==> src/rtl/fdp_pkg.sv <==
package fdp_pkg;

    typedef enum logic {
        OP_PROGRAM = 1'b0,
        OP_ERASE   = 1'b1
    } op_e;

    typedef enum logic [1:0] {
        ST_IDLE,
        ST_ISSUE,
        ST_WAIT,
        ST_GAP
    } state_e;

    typedef struct packed {
        logic       pass;
        logic       timeout;
        logic       mismatch;
        logic [7:0] data;
    } result_t;

    function automatic logic top_bit_done(op_e op, logic [7:0] expect_b, logic [7:0] rd);
        if (op == OP_ERASE) return rd[7];
        return rd[7] == expect_b[7];
    endfunction

endpackage

==> src/rtl/fdp_status_eval.sv <==
module fdp_status_eval
    import fdp_pkg::*;
(
    input  op_e        op,
    input  logic [7:0] expect_b,
    input  logic [7:0] rd_data,
    output logic       hit,
    output logic       byte_ok
);
    always_comb begin
        hit     = top_bit_done(op, expect_b, rd_data);
        byte_ok = (op == OP_ERASE) ? 1'b1 : (rd_data == expect_b);
    end
endmodule

==> src/rtl/fdp_gap_timer.sv <==
module fdp_gap_timer #(
    parameter int GAP_CYCLES = 4
) (
    input  logic clk,
    input  logic rst,
    input  logic load,
    output logic expired
);
    localparam int GW = $clog2(GAP_CYCLES + 1);

    logic [GW-1:0] cnt;

    always_ff @(posedge clk) begin
        if (rst)                cnt <= '0;
        else if (load)          cnt <= GW'(GAP_CYCLES - 1);
        else if (cnt != '0)     cnt <= cnt - 1'b1;
    end

    assign expired = (cnt == '0);
endmodule

==> src/rtl/fdp_poll_counter.sv <==
module fdp_poll_counter #(
    parameter int MAX_POLLS = 4096
) (
    input  logic clk,
    input  logic rst,
    input  logic clear,
    input  logic bump,
    output logic at_last
);
    localparam int PW = $clog2(MAX_POLLS + 1);

    logic [PW-1:0] cnt;

    always_ff @(posedge clk) begin
        if (rst || clear) cnt <= '0;
        else if (bump)    cnt <= cnt + 1'b1;
    end

    assign at_last = (cnt == PW'(MAX_POLLS - 1));

    a_r8_count_bound: assert property (@(posedge clk) disable iff (rst)
        cnt <= PW'(MAX_POLLS));
endmodule

==> src/rtl/flash_done_poller.sv <==
module flash_done_poller
    import fdp_pkg::*;
#(
    parameter int AW         = 24,
    parameter int MAX_POLLS  = 4096,
    parameter int GAP_CYCLES = 4
) (
    input  logic          clk,
    input  logic          rst,
    input  logic          start_i,
    input  logic          op_i,
    input  logic [AW-1:0] addr_i,
    input  logic [7:0]    data_i,
    output logic          busy_o,
    output logic          rd_req_o,
    output logic [AW-1:0] rd_addr_o,
    input  logic          rd_valid_i,
    input  logic [7:0]    rd_data_i,
    output logic          done_o,
    output logic          pass_o,
    output logic          timeout_o,
    output logic          mismatch_o,
    output logic [7:0]    result_data_o
);
    state_e        state;
    op_e           op_q;
    logic [AW-1:0] addr_q;
    logic [7:0]    expect_q;
    logic          confirm_q;
    logic          done_q;
    result_t       res_q;

    logic hit, byte_ok, gap_expired, last_poll;
    logic accept, word_in, fail_read;

    assign accept    = (state == ST_IDLE) && start_i;
    assign word_in   = (state == ST_WAIT) && rd_valid_i;
    assign fail_read = word_in && !confirm_q && !hit;

    fdp_status_eval u_eval (
        .op      (op_q),
        .expect_b(expect_q),
        .rd_data (rd_data_i),
        .hit     (hit),
        .byte_ok (byte_ok)
    );

    fdp_gap_timer #(.GAP_CYCLES(GAP_CYCLES)) u_gap (
        .clk    (clk),
        .rst    (rst),
        .load   (word_in),
        .expired(gap_expired)
    );

    fdp_poll_counter #(.MAX_POLLS(MAX_POLLS)) u_polls (
        .clk    (clk),
        .rst    (rst),
        .clear  (accept),
        .bump   (fail_read),
        .at_last(last_poll)
    );

    always_ff @(posedge clk) begin
        if (rst) begin
            state     <= ST_IDLE;
            op_q      <= OP_PROGRAM;
            addr_q    <= '0;
            expect_q  <= '0;
            confirm_q <= 1'b0;
            done_q    <= 1'b0;
            res_q     <= '0;
        end else begin
            done_q <= 1'b0;
            unique case (state)
                ST_IDLE: if (start_i) begin
                    op_q      <= op_e'(op_i);
                    addr_q    <= addr_i;
                    expect_q  <= data_i;
                    confirm_q <= 1'b0;
                    res_q     <= '0;
                    state     <= ST_ISSUE;
                end
                ST_ISSUE: state <= ST_WAIT;
                ST_WAIT: if (rd_valid_i) begin
                    if (confirm_q) begin
                        res_q  <= '{pass: byte_ok, timeout: 1'b0,
                                    mismatch: !byte_ok, data: rd_data_i};
                        done_q <= 1'b1;
                        state  <= ST_IDLE;
                    end else if (hit) begin
                        confirm_q <= 1'b1;
                        state     <= ST_GAP;
                    end else if (last_poll) begin
                        res_q  <= '{pass: 1'b0, timeout: 1'b1,
                                    mismatch: 1'b0, data: rd_data_i};
                        done_q <= 1'b1;
                        state  <= ST_IDLE;
                    end else begin
                        state <= ST_GAP;
                    end
                end
                ST_GAP: if (gap_expired) state <= ST_ISSUE;
                default: state <= ST_IDLE;
            endcase
        end
    end

    assign busy_o        = (state != ST_IDLE);
    assign rd_req_o      = (state == ST_ISSUE);
    assign rd_addr_o     = addr_q;
    assign done_o        = done_q;
    assign pass_o        = res_q.pass;
    assign timeout_o     = res_q.timeout;
    assign mismatch_o    = res_q.mismatch;
    assign result_data_o = res_q.data;

    // a request is never followed directly by another one
    a_r11_single_outstanding: assert property (@(posedge clk) disable iff (rst)
        rd_req_o |=> !rd_req_o);

    // a returned word is always followed by at least one idle cycle
    a_r7_idle_after_word: assert property (@(posedge clk) disable iff (rst)
        word_in |=> !rd_req_o);

    // done is a single-cycle pulse and the block is idle with it
    a_r10_done_pulse: assert property (@(posedge clk) disable iff (rst)
        done_o |=> !done_o);

    a_r10_idle_on_done: assert property (@(posedge clk) disable iff (rst)
        done_o |-> !busy_o);

    a_r10_one_outcome: assert property (@(posedge clk) disable iff (rst)
        done_o |-> ($countones({pass_o, timeout_o, mismatch_o}) == 1));

    // the polled address cannot move while an operation runs
    a_r9_addr_held: assert property (@(posedge clk) disable iff (rst)
        (busy_o && $past(busy_o)) |-> $stable(rd_addr_o));

    // nothing is requested while idle
    a_r1_no_idle_read: assert property (@(posedge clk) disable iff (rst)
        !busy_o |-> !rd_req_o);
endmodule

==> config.mk <==
export PLATFORM = sky130hd
export DESIGN_NAME = flash_done_poller
export DESIGN_NICKNAME = d
export VERILOG_FILES = /design/src/rtl/fdp_pkg.sv /design/src/rtl/fdp_status_eval.sv /design/src/rtl/fdp_gap_timer.sv /design/src/rtl/fdp_poll_counter.sv /design/src/rtl/flash_done_poller.sv
export SDC_FILE = /design/constraint.sdc
export NUM_CORES = 1
export LEC_CHECK = 0
export ABC_AREA = 1
export BUFFER_PORTS_ARGS = -buffer_cell sky130_fd_sc_hd__buf_2
export CAP_MARGIN = 15
export CORE_MARGIN = 2
export CORE_UTILIZATION = 54
export CTS_BUF_LIST = sky130_fd_sc_hd__clkbuf_8
export DETAILED_ROUTE_END_ITERATION = 10
export GPL_TIMING_DRIVEN = 0
export PLACE_DENSITY = 0.88
export SKIP_CTS_REPAIR_TIMING = 1
export SLEW_MARGIN = 20
export SYNTH_ARGS = -nofsm -noshare
export SYNTH_HDL_FRONTEND = slang
export SYNTH_SLANG_ARGS = --single-unit
==> constraint.sdc <==
create_clock -name clk -period 2.1 [get_ports clk]
set_clock_uncertainty 0.2 [all_clocks]
set_input_delay 0.315 -clock clk [delete_from_list [all_inputs] [get_ports clk]]
set_output_delay 0.315 -clock clk [all_outputs]
set_load 0.02 [all_outputs]
# Yosys cells after proc, flatten, opt, wreduce, memory -nomap -nowiden
# Index checks and enable logic that the tools add are counted.
# op_classes
shifts	0
add_sub_neg	2
reduce_logical	20
n_mux	27
multipliers	0
eq_ne	11
div	0
order_cmp	0
bitwise	2
# op_table
operator	n
11-bit two-way mux	5
11-bit one-hot mux with 2 select lines	1
2-bit two-way mux	8
13-bit by 1-bit adder with 13-bit output, second input constant	1
13-bit by 12-bit == test with 1-bit output, second input constant	1
1-bit two-way mux	11
8-bit == test	1
2-bit one-hot mux with 4 select lines	1
2-bit inequality test, second input constant	3
3-bit inequality test, second input constant	2
3-bit AND reduction	2
2-bit nonzero test	3
5-bit AND reduction	1
2-bit == test, second input constant	2
1-bit logical AND	4
1-bit zero test	3
3-bit zero test	1
3-bit nonzero test	1
3-bit OR reduction	1
3-bit by 1-bit subtractor with 3-bit output, second input constant	1
2-bit by 1-bit == test with 1-bit output, second input constant	1
2-bit zero test	1
1-bit NOT	2
1-bit one-hot mux with 2 select lines	1
4 further kinds	4
# totals
wordCells	75
rom_bits	0
ram_bits	0
output_inout_bits	38
memories	0
regBits	64
inputBits	45
latchBits	0

# Longest topological paths before layout
# logic_depth
word_depth	6
mapped_depth	10
mapped_depth_nobuf	10

# By module
# From an unflattened synthesis, not the netlist that was laid out.
# hier_totals
cells_unflattened	430
area_unflattened_um2	2937.8
# modules_own_cells
module	cells_each	instances	area_per_inst_um2
flash_done_poller	268	1	1945.6
fdp_poll_counter	97	1	649.4
fdp_gap_timer	26	1	177.7
fdp_status_eval	39	1	165.2

# Worst setup path before layout
# Ideal clock, no wire load.
# synth_path
kind	flip-flop to flip-flop
startpoint	reg state[0]
endpoint	reg res_q, in the netlist result_data_o[2]
setup_time_ns	0.070
t_arrival_ns	1.511
n_path_buf	1
stages_incl_launch_ff	10
slack_ns	0.319
cell_sequence	dfxtp_1 -> inv_1 -> ha_1 -> inv_1 -> or2_2 -> nand2_1 -> a21oi_1 -> buf_2 -> nand3_1 -> a21oi_1
# synth_via
elab_chain_len	3
elab_cells_between_ends	9
classes_between	5 x eq/ne; 1 x mux; 3 x reduce/logical
# synth_rtl
element	line	text
start, declared	flash_done_poller.sv:25	state_e state;
start signal, assigned	flash_done_poller.sv:65	state <= ST_IDLE;
start signal, assigned	flash_done_poller.sv:81	state <= ST_ISSUE;
start signal, assigned	flash_done_poller.sv:83	ST_ISSUE: state <= ST_WAIT;
2-bit == test / 2-bit zero test (equally long branches)	flash_done_poller.sv:74	unique case (state)
3-bit inequality test (no line), or another cell as far along	-	
5-bit AND reduction (no line)	-	
end signal, assigned	flash_done_poller.sv:86	res_q <= '{pass: byte_ok, timeout: 1'b0,
end signal, assigned	flash_done_poller.sv:94	res_q <= '{pass: 1'b0, timeout: 1'b1,
end, declared	flash_done_poller.sv:31	result_t res_q;
# Parallel ways exist; a longest one is shown, timed or not.
# A chain may end at the register's enable or synchronous reset.

# Worst setup path in the final report
# layout_path
startpoint	reg state[1]
endpoint	reg res_q, in the netlist result_data_o[7]
# Same word-level chain as after synthesis.

==> run summary <==
=========================================================================================
Outcome .................................................................... finished clean
Antenna violations before repair ...........................................            0
First-pass GRT wire length .................................................     11580 um
Data required time of the critical path ....................................      2170 ps
Crit share post-route ......................................................       92.31%
Worst-skew pair later-pin latency ..........................................       340 ps
Detailed-route via count ...................................................         2872
Final worst hold slack .....................................................     20.66 ps
Top_reg_cell synth ......................................................... sky130_fd_sc_hd__dfxtp_1
Final hold vios ............................................................            0
Launch instance of the worst register-to-register path .....................     state[1]
Number of global-route vias before repair ..................................         2783
Number of warning messages in the yosys log ................................            0
Tightest Pin Transition ....................................................     429.9 ps
Kind of end point of the critical path .....................................     register
Site row count .............................................................           26
Number of enable-type register cells in the synthesized netlist ............            0
Largest fanout on the critical path ........................................           10
Proportion of register bits with asynchronous set or reset after synthesis .           0%
Setup Crit Path Kind .......................................................   reg -> reg
DRC violation count after routing ..........................................            0
Netlist area before placement .............................................. 0.002903 sq mm
Cell area after placement .................................................. 0.003396 sq mm
Class of the tightest hold or removal check ................................    in -> reg
Final setup viols ..........................................................            0
Overall global routing resource usage ......................................       24.29%
Initial cell density of the core ...........................................       56.48%
1st-pass router iterations .................................................            4
Seq/Total Area, Yosys ......................................................       44.14%
CTS tree ...................................................................          yes
Die width ..................................................................     77.32 um
Clk slew on worst S/H paths ................................................        70 ps
IO Port Bufs ...............................................................           81
Clock buffers created by TritonCTS .........................................            9
Start point of the worst hold path .........................................    data_i[2]
Final critical delay including setup and external delays ...................      1938 ps
TritonCTS Sinks ............................................................           64
Number of max-slew violations in the final report ..........................            0
Most common cell after layout, fill and taps aside ......................... sky130_fd_sc_hd__nand2_1
Pleak ......................................................................     1.716 nW
Worst setup path startpoint ................................................     state[1]
Per-cell via count in the routed design ....................................        4.969
Fraction of final layout cells with drive strength greater than 1 ..........       23.23%
Total inserted antenna cells ...............................................            0
Number of storage elements in the synthesis netlist ........................           64
Die Footprint .............................................................. 0.005978 sq mm
Remaining antenna violation count ..........................................            0
Commonest cells after routing, fill and taps aside ......................... 83 x sky130_fd_sc_hd__nand2_1, 82 x sky130_fd_sc_hd__buf_2, 68 x sky130_fd_sc_hd__nor2_1
Count of nets after finishing ..............................................          555
Total length of routed wires ...............................................      6832 um
Power density over the cells ............................................... 935.0 mW/mm^2
I/O pin cnt ................................................................           83
IR Drop Worst-Case VDD .....................................................    0.6393 mV
Sort of element at the start of the critical path ..........................     register
Max-slew headroom ..........................................................       71.34%
Final standard cell area without fillers ................................... 0.003618 sq mm
Remaining global-route overflow ............................................            0
DP HPWL ....................................................................      5030 um
Routed len/inst ............................................................     11.82 um
Unique cell type count in the Yosys netlist ................................           28
CORE AREA .................................................................. 0.005140 sq mm
Count of H-tree levels built during CTS ....................................            3
Starting DRT DRC Count .....................................................          138
Clock tree root driver cell ................................................ sky130_fd_sc_hd__clkbuf_8
Die height .................................................................     77.32 um
Critical Path AT ...........................................................      2010 ps
MaxCap Viol Count ..........................................................            0
Placed instance count ......................................................          562
Layout Cells excl Fill .....................................................          578
Area delta synth->final ....................................................       24.66%
Syn Inst Count .............................................................          411
Largest net degree at the start of global routing ..........................           12
Post-Synthesis Net Count ...................................................          463
CTS Buffer Depth ...........................................................            2
GPL Wtd Cong ...............................................................       0.8904
Mean Syn Cell Area .........................................................  7.063 sq um
Maximum clock rate .........................................................    515.9 MHz
=========================================================================================
==> cell usage after synthesis (2+ instances only) <==
library cell,instances,area (sq um)
sky130_fd_sc_hd__buf_6,3,33.78
sky130_fd_sc_hd__dfxtp_1,64,1281
sky130_fd_sc_hd__nand2_2,3,18.77
sky130_fd_sc_hd__a21oi_1,34,170.2
sky130_fd_sc_hd__xor2_1,3,26.28
sky130_fd_sc_hd__buf_2,2,10.01
sky130_fd_sc_hd__xnor2_1,5,43.79
sky130_fd_sc_hd__o21ai_0,38,190.2
sky130_fd_sc_hd__nor2_1,69,259.0
sky130_fd_sc_hd__inv_2,3,11.26
sky130_fd_sc_hd__nand2_1,85,319.1
sky130_fd_sc_hd__nand4_1,3,18.77
sky130_fd_sc_hd__buf_1,3,11.26
sky130_fd_sc_hd__nor3_1,7,35.03
sky130_fd_sc_hd__ha_1,7,87.58
sky130_fd_sc_hd__nand3_2,3,30.03
sky130_fd_sc_hd__nand3_1,18,90.09
sky130_fd_sc_hd__clkbuf_1,9,33.78
sky130_fd_sc_hd__inv_1,43,161.4
==> sequential cells by signal, indices dropped and copies added, names as in the netlist <==
| signal | flops |
|---|---|
| pass_o | 1 |
| timeout_o | 1 |
| state | 2 |
| confirm_q | 1 |
| expect_q | 8 |
| u_gap.cnt | 3 |
| result_data_o | 8 |
| mismatch_o | 1 |
| u_polls.cnt | 13 |
| rd_addr_o | 24 |
| op_q | 1 |
| done_o | 1 |
==> power by group <==
part	switching, mW	total, mW	internal, mW
Sequential	0.0707	1.42	1.35
Clock	0.471	1.13	0.659
Combinational	0.539	0.832	0.294
==> final cells by class <==
| cell class | instances | area [sq um] |
|---|---|---|
| Clock buffer | 9 | 123.9 |
| Multi-Input combinational cell | 283 | 1360 |
| Fill cell | 444 | 1521 |
| Inverter | 46 | 172.7 |
| Sequential cell | 64 | 1281 |
| Clock inverter | 7 | 87.58 |
| Buffer | 18 | 100.1 |
| Timing Repair Buffer | 81 | 405.4 |
| Tap cell | 70 | 87.58 |
==> routing by layer <==
layer  part of all wire (%)  vias up  global-route usage, %  wire length [um]
li1                       -     1482                      -                 -
met1                     43     1288                  26.71              2911
met2                     49       88                  41.57              3345
met3                    6.6       14                  8.588               452
met4                    1.8        0                  11.61               124
met5                      0        -                      0                 0
==> critical path: stages, from the launching register on <==
cell and delay (ps):
sky130_fd_sc_hd__dfxtp_1 380, sky130_fd_sc_hd__inv_1 90, sky130_fd_sc_hd__ha_1 210, sky130_fd_sc_hd__inv_1 110
sky130_fd_sc_hd__or2_2 130, sky130_fd_sc_hd__nand2_1 70, sky130_fd_sc_hd__a21oi_1 180, sky130_fd_sc_hd__clkbuf_4 250
sky130_fd_sc_hd__nand3_1 100, sky130_fd_sc_hd__a21oi_1 140
==> kinds of logic (layout without fill, tap and decap cells) <==
family / after synthesis / count (layout) / share of synthesized area (%)
fa+ha+maj: 7 / 7 / 3.017
simple gates: 193 / 193 / 27.97
buf+inv: 64 / 161 / 9.267
flops: 64 / 64 / 44.14
xor+xnor: 8 / 8 / 2.414
compound gates: 75 / 75 / 13.19
==> per-stage QoR <==
stage / power, mW / TNS, ps / setup slack (ps) / util [%]
after global routing: 3.593 / -284.5 / -55.47 / 70.40
after global placement: 2.229 / 0 / 158.3 / 66.07
after floorplan: 2.017 / 0 / 318.8 / -
final: 3.383 / 0 / 161.5 / 70.40
after CTS: 3.387 / 0 / 82.23 / 70.18
after detailed placement: 2.265 / 0 / 95.90 / 66.07
==> worst paths after layout <==
kind	slack, ps	end	cells past startpoint
hold / removal	20	expect_q[2]	3
setup / recovery	160	result_data_o[7]	9
setup reg to reg	160	result_data_o[7]	9
hold reg to reg	260	u_gap.cnt[0]	2
Note: power is estimated with default switching activity, not from simulation.
